===== src/rtl/flash_poll_engine.sv =====
module flash_poll_engine #(
  parameter int AW         = 22,
  parameter int SETTLE_CYC = 200,
  parameter int MAX_POLLS  = 4096,
  localparam int SW = $clog2(SETTLE_CYC + 1),
  localparam int PW = $clog2(MAX_POLLS + 1)
) (
  input  logic          clk,
  input  logic          rst_n,
  input  logic          start,
  input  logic [AW-1:0] start_addr,
  input  logic [15:0]   start_data,
  input  logic          start_mode,
  output logic          busy,
  output logic          done,
  output logic          error,
  output logic          timeout,
  output logic          rd_req,
  output logic [AW-1:0] rd_addr,
  input  logic          rd_ack,
  input  logic [15:0]   rd_data
);

  typedef enum logic [2:0] {S_IDLE, S_POLL, S_SETTLE, S_VERIFY, S_CONF} state_t;

  state_t        st;
  logic [AW-1:0] addr_q;
  logic [15:0]   exp_q;
  logic          mode_q;
  logic          prev6, have_prev, conf_second;
  logic [PW-1:0] poll_cnt;
  logic [SW-1:0] settle_cnt;
  logic          done_q, err_q, to_q;

  wire complete = mode_q ? (have_prev && (rd_data[6] == prev6))
                         : (rd_data[7] == exp_q[7]);
  wire word_ok  = (rd_data == exp_q);

  assign busy    = (st != S_IDLE);
  assign rd_req  = (st == S_POLL) || (st == S_VERIFY) || (st == S_CONF);
  assign rd_addr = addr_q;
  assign done    = done_q;
  assign error   = err_q;
  assign timeout = to_q;

  always_ff @(posedge clk) begin
    if (!rst_n) begin
      st          <= S_IDLE;
      addr_q      <= '0;
      exp_q       <= '0;
      mode_q      <= 1'b0;
      prev6       <= 1'b0;
      have_prev   <= 1'b0;
      conf_second <= 1'b0;
      poll_cnt    <= '0;
      settle_cnt  <= '0;
      done_q      <= 1'b0;
      err_q       <= 1'b0;
      to_q        <= 1'b0;
    end else begin
      done_q <= 1'b0;
      err_q  <= 1'b0;
      to_q   <= 1'b0;
      case (st)
        S_IDLE: if (start) begin
          addr_q    <= start_addr;
          exp_q     <= start_data;
          mode_q    <= start_mode;
          have_prev <= 1'b0;
          poll_cnt  <= '0;
          st        <= S_POLL;
        end
        S_POLL: if (rd_ack) begin
          poll_cnt  <= poll_cnt + 1'b1;
          prev6     <= rd_data[6];
          have_prev <= 1'b1;
          if (complete) begin
            settle_cnt <= '0;
            st         <= S_SETTLE;
          end else if (poll_cnt == PW'(MAX_POLLS - 1)) begin
            to_q <= 1'b1;
            st   <= S_IDLE;
          end
        end
        S_SETTLE: begin
          settle_cnt <= settle_cnt + 1'b1;
          if (settle_cnt == SW'(SETTLE_CYC - 1)) st <= S_VERIFY;
        end
        S_VERIFY: if (rd_ack) begin
          if (word_ok) begin
            done_q <= 1'b1;
            st     <= S_IDLE;
          end else begin
            conf_second <= 1'b0;
            st          <= S_CONF;
          end
        end
        S_CONF: if (rd_ack) begin
          if (!word_ok) begin
            err_q <= 1'b1;
            st    <= S_IDLE;
          end else if (conf_second) begin
            done_q <= 1'b1;
            st     <= S_IDLE;
          end else begin
            conf_second <= 1'b1;
          end
        end
        default: st <= S_IDLE;
      endcase
    end
  end

  AST_ONE_OUTCOME: assert property (@(posedge clk) disable iff (!rst_n)
    $onehot0({done, error, timeout}));
  AST_OUTCOME_PULSE: assert property (@(posedge clk) disable iff (!rst_n)
    (done || error || timeout) |=> !(done || error || timeout));
  AST_BUSY_ENDS_WITH_OUTCOME: assert property (@(posedge clk) disable iff (!rst_n)
    $fell(busy) |-> (done || error || timeout));
  AST_REQ_HOLD: assert property (@(posedge clk) disable iff (!rst_n)
    (rd_req && !rd_ack) |=> (rd_req && $stable(rd_addr)));
  AST_NO_REQ_IDLE: assert property (@(posedge clk) disable iff (!rst_n)
    !busy |-> !rd_req);
  AST_SETTLE_QUIET: assert property (@(posedge clk) disable iff (!rst_n)
    (st == S_SETTLE) |-> !rd_req);
  AST_POLL_LIMIT: assert property (@(posedge clk) disable iff (!rst_n)
    poll_cnt <= PW'(MAX_POLLS));
  AST_START_BUSY: assert property (@(posedge clk) disable iff (!rst_n)
    (start && !busy) |=> busy);

endmodule


===== config.mk =====
export PLATFORM = sky130hd
export DESIGN_NAME = flash_poll_engine
export DESIGN_NICKNAME = d
export VERILOG_FILES = /design/src/rtl/flash_poll_engine.sv
export SDC_FILE = /design/constraint.sdc
export NUM_CORES = 1
export LEC_CHECK = 0
export BUFFER_PORTS_ARGS = -buffer_cell sky130_fd_sc_hd__buf_4
export CORE_MARGIN = 8
export CORE_UTILIZATION = 50
export CTS_CLUSTER_DIAMETER = 60
export DETAILED_ROUTE_END_ITERATION = 16
export GPL_TIMING_DRIVEN = 0
export PLACE_DENSITY_LB_ADDON = 0.15
export SLEW_MARGIN = 10
export SYNTH_ARGS = -nofsm -noshare
export SYNTH_HDL_FRONTEND = slang
export SYNTH_SLANG_ARGS = --single-unit

===== constraint.sdc =====
create_clock -name clk -period 2.4 [get_ports clk]
set_input_delay 0.12 -clock clk [delete_from_list [all_inputs] [get_ports clk]]
set_output_delay 0.12 -clock clk [all_outputs]
set_load 0.05 [all_outputs]

Word level (Yosys, flattened, before mapping)

Index checks and enable logic that the tools add are counted.

Register bits after elaboration: 69
Logic and storage cells: 86

Add/subtract/negate cells: 2
Equality and inequality tests: 19
Muxes and demuxes: 34
Bitwise logic cells: 3
Reduce and logical (&&, ||, !) cells: 16

Operators with widths:

| operator                                                                 | number |
|---|---|
| 3-bit 2-to-1 mux                                                         | 10 |
| 13-bit 2-to-1 mux                                                        | 2 |
| 13-bit one-hot mux with 2 select lines                                   | 1 |
| 16-bit equality test                                                     | 1 |
| 8-bit 2-to-1 mux                                                         | 2 |
| 2-bit inequality test (second input constant)                            | 8 |
| 8-bit one-hot mux with 2 select lines                                    | 1 |
| 3-bit one-hot mux with 5 select lines                                    | 1 |
| 1-bit 2-to-1 mux                                                         | 14 |
| 13-bit by 1-bit adder with 13-bit output (second input constant)         | 1 |
| 13-bit by 12-bit equality test with 1-bit output (second input constant) | 1 |
| 3-bit AND reduction                                                      | 3 |
| 8-bit by 1-bit adder with 8-bit output (second input constant)           | 1 |
| 8-bit equality test (second input constant)                              | 1 |
| 7-bit AND reduction                                                      | 1 |
| 3-bit by 2-bit equality test with 1-bit output (second input constant)   | 2 |
| 1-bit one-hot mux with 2 select lines                                    | 3 |
| 2-bit nonzero test                                                       | 3 |
| 5-bit AND reduction                                                      | 1 |
| 2-bit AND reduction                                                      | 2 |
| 4-bit OR reduction                                                       | 1 |
| 3-bit by 1-bit equality test with 1-bit output (second input constant)   | 1 |
| 3-bit equality test (second input constant)                              | 1 |
| 3-bit zero test                                                          | 1 |
| 7 further kinds                                                          | 11 |

Depth between registers and ports, before layout

Depth after elaboration: 6
Depth in mapped cells: 7
Depth with buffers taken out: 6

Worst setup path after synthesis

Ideal clock, no wire load.

Path type: register -> register
Start point: register settle_cnt[0]
End point: register st[2]
Library setup time: 0.069 ns
Arrival time: 1.769 ns
Data required time: 2.331 ns
Path slack: 0.563 ns
Cell stages (with the launch flop): 7
Path buffers: 0
Period minus slack after synthesis: 1.837 ns
Cell sequence: dfxtp_1 > ha_1 > nand2_2 > o41ai_4 > o211ai_2 > or4_1 > o21ai_1

Cells in the longest elaborated chain, start to end: 3

Ends and longest elaborated chain:

| element                                | RTL line | source |
|---|---|---|
| start, declared                        | 32       | `logic [SW-1:0] settle_cnt;` |
| start signal, assigned                 | 86       | `settle_cnt <= settle_cnt + 1'b1;` |
| 8-bit equality test                    | 87       | `if (settle_cnt == SW'(SETTLE_CYC - 1)) st <= S_VERIFY;` |
| 2-bit inequality test (no source line) | n/a      |  |
| 7-bit AND reduction (no source line)   | n/a      |  |
| end signal, assigned                   | 87       |  |
| end signal, assigned                   | 92       | `st <= S_IDLE;` |
| end signal, assigned                   | 95       | `st <= S_CONF;` |
| end, declared                          | 26       | `state_t st;` |

Every way passes these cells.
A chain may end at the register's enable or synchronous reset.

Worst setup path after layout

Ends and elaborated chain as after synthesis.

==> results.sh <==
export IMPL_wire_length_of_the_first_global_routing_pass_um=13850
export IMPL_critPathSlowestCell="or4_1"
export IMPL_track_usage=0.1908
export IMPL_yosysWarnings=0
export IMPL_tritoncts="built"
export IMPL_finalCritPeriodShare=0.8434
export IMPL_fraction_of_final_layout_cells_sized_beyond_drive_strength_1=0.2459
export IMPL_status="finished, final reports clean"
export IMPL_syn_avg_cell_area_um2=8.092
export IMPL_wire_per_inst_um=14.61
export IMPL_synth_nets=448
export IMPL_finClkSkew_ns=0.007103
export IMPL_synth_yosys_seq_area_share=0.4411
export IMPL_antenna_cells=0
export IMPL_reg2reg_to="st[2]$_SDFFE_PN0P_"
export IMPL_post_synth_num_cell_types=50
export IMPL_worstSetupPathType="flop to flop"
export IMPL_slew_viol_final=0
export IMPL_fp_coreArea_um2=6205
export IMPL_crit_path_max_fanout=5
export IMPL_cts_num_sinks=69
export IMPL_dp_worst_setup_slack_ns=0.4079
export IMPL_critPathMaxStageDelay_ns=0.53
export IMPL_mapped_cell_area_um2=3132
export IMPL_synth_edff_count=0
export IMPL_cp_cell_sequence="ha_1, nand2_2, o41ai_4, o211ai_2, or4_1, o21ai_1"
export IMPL_holdPathEnd="exp_q[11]$_SDFFE_PN0P_"
export IMPL_placed_cell_area_um2=3866
export IMPL_cts_resized_gates=0
export IMPL_yosys_mux_area_fraction=0.01918
export IMPL_finalSetupViolCount=0
export IMPL_critical_path_startpoint_type="flop"
export IMPL_vdd_drop_max_uv=674.3
export IMPL_reg2reg_setup_slack_ns=0.38
export IMPL_die_area_um2=9052
export IMPL_post_cts_setup_buffers=0
export IMPL_htree_num_levels=3
export IMPL_timing_setup_tns_ns=0
export IMPL_die_height_um=95.14
export IMPL_synthArstFlopShare=0
export IMPL_dr_total_vias=3019
export IMPL_detailed_route_drc_error_count=0
export IMPL_port_buffer_count=85
export IMPL_post_route_min_period_ns=2.024
export IMPL_power_sequential_fraction=0.354
export IMPL_num_nets_final=544
export IMPL_routed_wl_um=8255
export IMPL_power_density_cell_area_nw_per_um2=960.7
export IMPL_finalInstanceArea_um2=4091
export IMPL_r2r_start="settle_cnt[0]$_SDFFE_PN0P_"
export IMPL_drt_vias_per_instance=5.343
export IMPL_worstSetupStartpoint="settle_cnt[0]$_SDFFE_PN0P_"
export IMPL_worstSetupEndpointType="flop"
export IMPL_num_io_pins=86
export IMPL_leakagePower_nw=1.718
export IMPL_hold_path_startpoint="start_data[11]"
export IMPL_cp_data_arrival_time_ns=2.30
export IMPL_power_report_internal_total_w=0.002434
export IMPL_vias_in_the_first_global_route=2993
export IMPL_pin_count_of_the_biggest_net_entering_global_routing=12
export IMPL_ys_seq_elements=69
export IMPL_post_synth_fa_ha_maj_area_fraction=0.007990
export IMPL_dominant_combinational_cell_family_by_area_after_synthesis="simple AND/OR/NAND/NOR gates"
export IMPL_yosys_area_share_xor_xnor=0.05034
export IMPL_cp_data_required_time_ns=2.67
export IMPL_number_of_buffers_inserted_by_hold_repair_at_cts=0
export IMPL_path_clk_slew_ns=0.07
export IMPL_max_clock_path_buffers=2
export IMPL_grt_ovfl_total=0
export IMPL_root_buffer_master="clkbuf_8"
export IMPL_first_pass_iters=4
export IMPL_antenna_found_initial=0
export IMPL_dominantRegCellSynth="dfxtp_1"
export IMPL_p_sw_frac=0.3809
export IMPL_start_util=0.5047
export IMPL_postLayoutSetupSlackWorst_ns=0.3758
export IMPL_synth_compound_area_share=0.1642
export IMPL_hpwlAfterDp_um=6240
export IMPL_comb_power_share=0.374
export IMPL_hold_crit_path_type="input pin to flop"
export IMPL_area_overhead_vs_synth_pct=30.64
export IMPL_synthesis_instances=387
export IMPL_gp_routability_congestion=0.8089
export IMPL_post_synth_and_or_nand_nor_area_fraction=0.2845
export IMPL_placementRows=29
export IMPL_clk_insertion_delay_late_ns=0.34
export IMPL_numCtsBuffers=9
export IMPL_timing_fmax_ghz=0.4940
export IMPL_die_w_um=95.14
export IMPL_ant_nets=0
export IMPL_p_switching_w=0.001497
export IMPL_pwr_share_clk=0.272
export IMPL_timing_worst_slew_pin_value_ns=0.6863
export IMPL_drt_iter0_markers=170
export IMPL_reg2regPathDepth=6
export IMPL_grt_setup_unrepaired="false"
export IMPL_hold_viol_final=0
export IMPL_worst_hold_path_num_cells=3
export IMPL_layout_filler_cells=554
export IMPL_timing_max_slew_rel_slack=0.5389
export IMPL_timing_max_cap_violations=0
## worst max-delay path, delay by kind of cell, from the launching register on
family / cells / cell delay (ns)
AO/OA/AOI/OAI: 3 / 0.70
flip-flops: 1 / 0.39
adder cells (fa/ha/maj): 1 / 0.25
AND/OR/NAND/NOR: 2 / 0.62
## registers in the layout (all words and copies together) (netlist names)
register,cells
settle_cnt,8
poll_cnt,13
timeout,1
rd_addr,22
st,3
mode_q,1
done,1
error,1
conf_second,1
exp_q,16
prev6,1
have_prev,1
## final cells by class
type	count	area (µm²)	area share
buffer	19	87.58	0.02141
inverter	4	15.01	0.003670
clock inverter	4	70.07	0.01713
timing repair buffer	85	638.1	0.1560
clock buffer	12	155.1	0.03792
tap	77	96.34	0.02355
multi-input combinational	295	1648	0.4028
sequential	69	1381	0.3376
## kinds of logic (layout without fill, tap and decap cells)
group           after synthesis  after routing
compound gates               86             86
xor+xnor                     18             18
fa+ha+maj                     2              2
buf+inv                      23            124
flops                        69             69
mux                           6              6
simple gates                183            183
## cells in the mapped netlist, drive strengths merged (4+ instances only)
cell type / number / area share
o21ai: 16 / 0.026
nand4: 5 / 0.010
nand3: 12 / 0.019
nor3: 9 / 0.016
xnor2: 12 / 0.034
a21oi: 54 / 0.086
nor2: 24 / 0.029
dfxtp: 69 / 0.44
nand3b: 8 / 0.019
mux2i: 6 / 0.019
or3: 4 / 0.0080
nand2: 95 / 0.12
buf: 9 / 0.016
inv: 4 / 0.0048
and3: 5 / 0.010
clkbuf: 10 / 0.012
xor2: 6 / 0.017
## per-layer routing
layer / routed length, µm / vias to the layer above / global-route usage
li1: - / 1532 / -
met1: 3608 / 1399 / 0.2313
met2: 3950 / 78 / 0.3107
met3: 610 / 10 / 0.06299
met4: 86 / 0 / 0.06372
met5: 0 / - / 0
## cell usage in the layout (no fill, tap or decap), types with 4 or more instances in the layout
cell type  Yosys  layout
nor3_1         8       8
nand3_1       12      12
clkbuf_8       0      11
xor2_1         6       6
nand3b_1       8       8
mux2i_1        6       6
nor2_1        24      24
o21ai_0       15      15
a21oi_1       54      54
buf_2          7       7
dfxtp_1       69      69
clkbuf_1      10      11
nand2_1       93      93
buf_4          2      87
xnor2_1       12      12
or3_1          4       4
nand4_1        5       5
and3_1         5       5
## worst max-delay path by stage
stage / cells past startpoint / endpoint
after floorplan: 6 / st[2]$_SDFFE_PN0P_
after global placement: 6 / st[2]$_SDFFE_PN0P_
after detailed placement: 6 / st[2]$_SDFFE_PN0P_
after CTS: 6 / st[2]$_SDFFE_PN0P_
after global routing: 6 / st[2]$_SDFFE_PN0P_
final: 6 / st[2]$_SDFFE_PN0P_
## metrics by stage
stage | hold slack (ns) | total power [W] | util | std cells
after floorplan | 0.2560 | 0.002447 | - | 387
after global placement | 0.3637 | 0.002861 | 0.6231 | 549
after detailed placement | 0.3759 | 0.002889 | 0.6231 | 549
after CTS | 0.01677 | 0.003957 | 0.6594 | 565
after global routing | 0.01408 | 0.004158 | 0.6594 | 565
final | 0.02281 | 0.003931 | 0.6594 | 565
## power by group through the flow
stage	Clock [W]	Sequential [W]	Combinational, W
4_1_cts	0.00109	0.00139	0.00148
6_report	0.00107	0.00139	0.00147
5_1_grt	0.00114	0.00141	0.00161
3_3_place_gp	0	0.00141	0.00145
3_5_place_dp	0	0.00142	0.00147
2_1_floorplan	0	0.00163	0.000813
No activity file was read; power rests on OpenSTA's default activity.
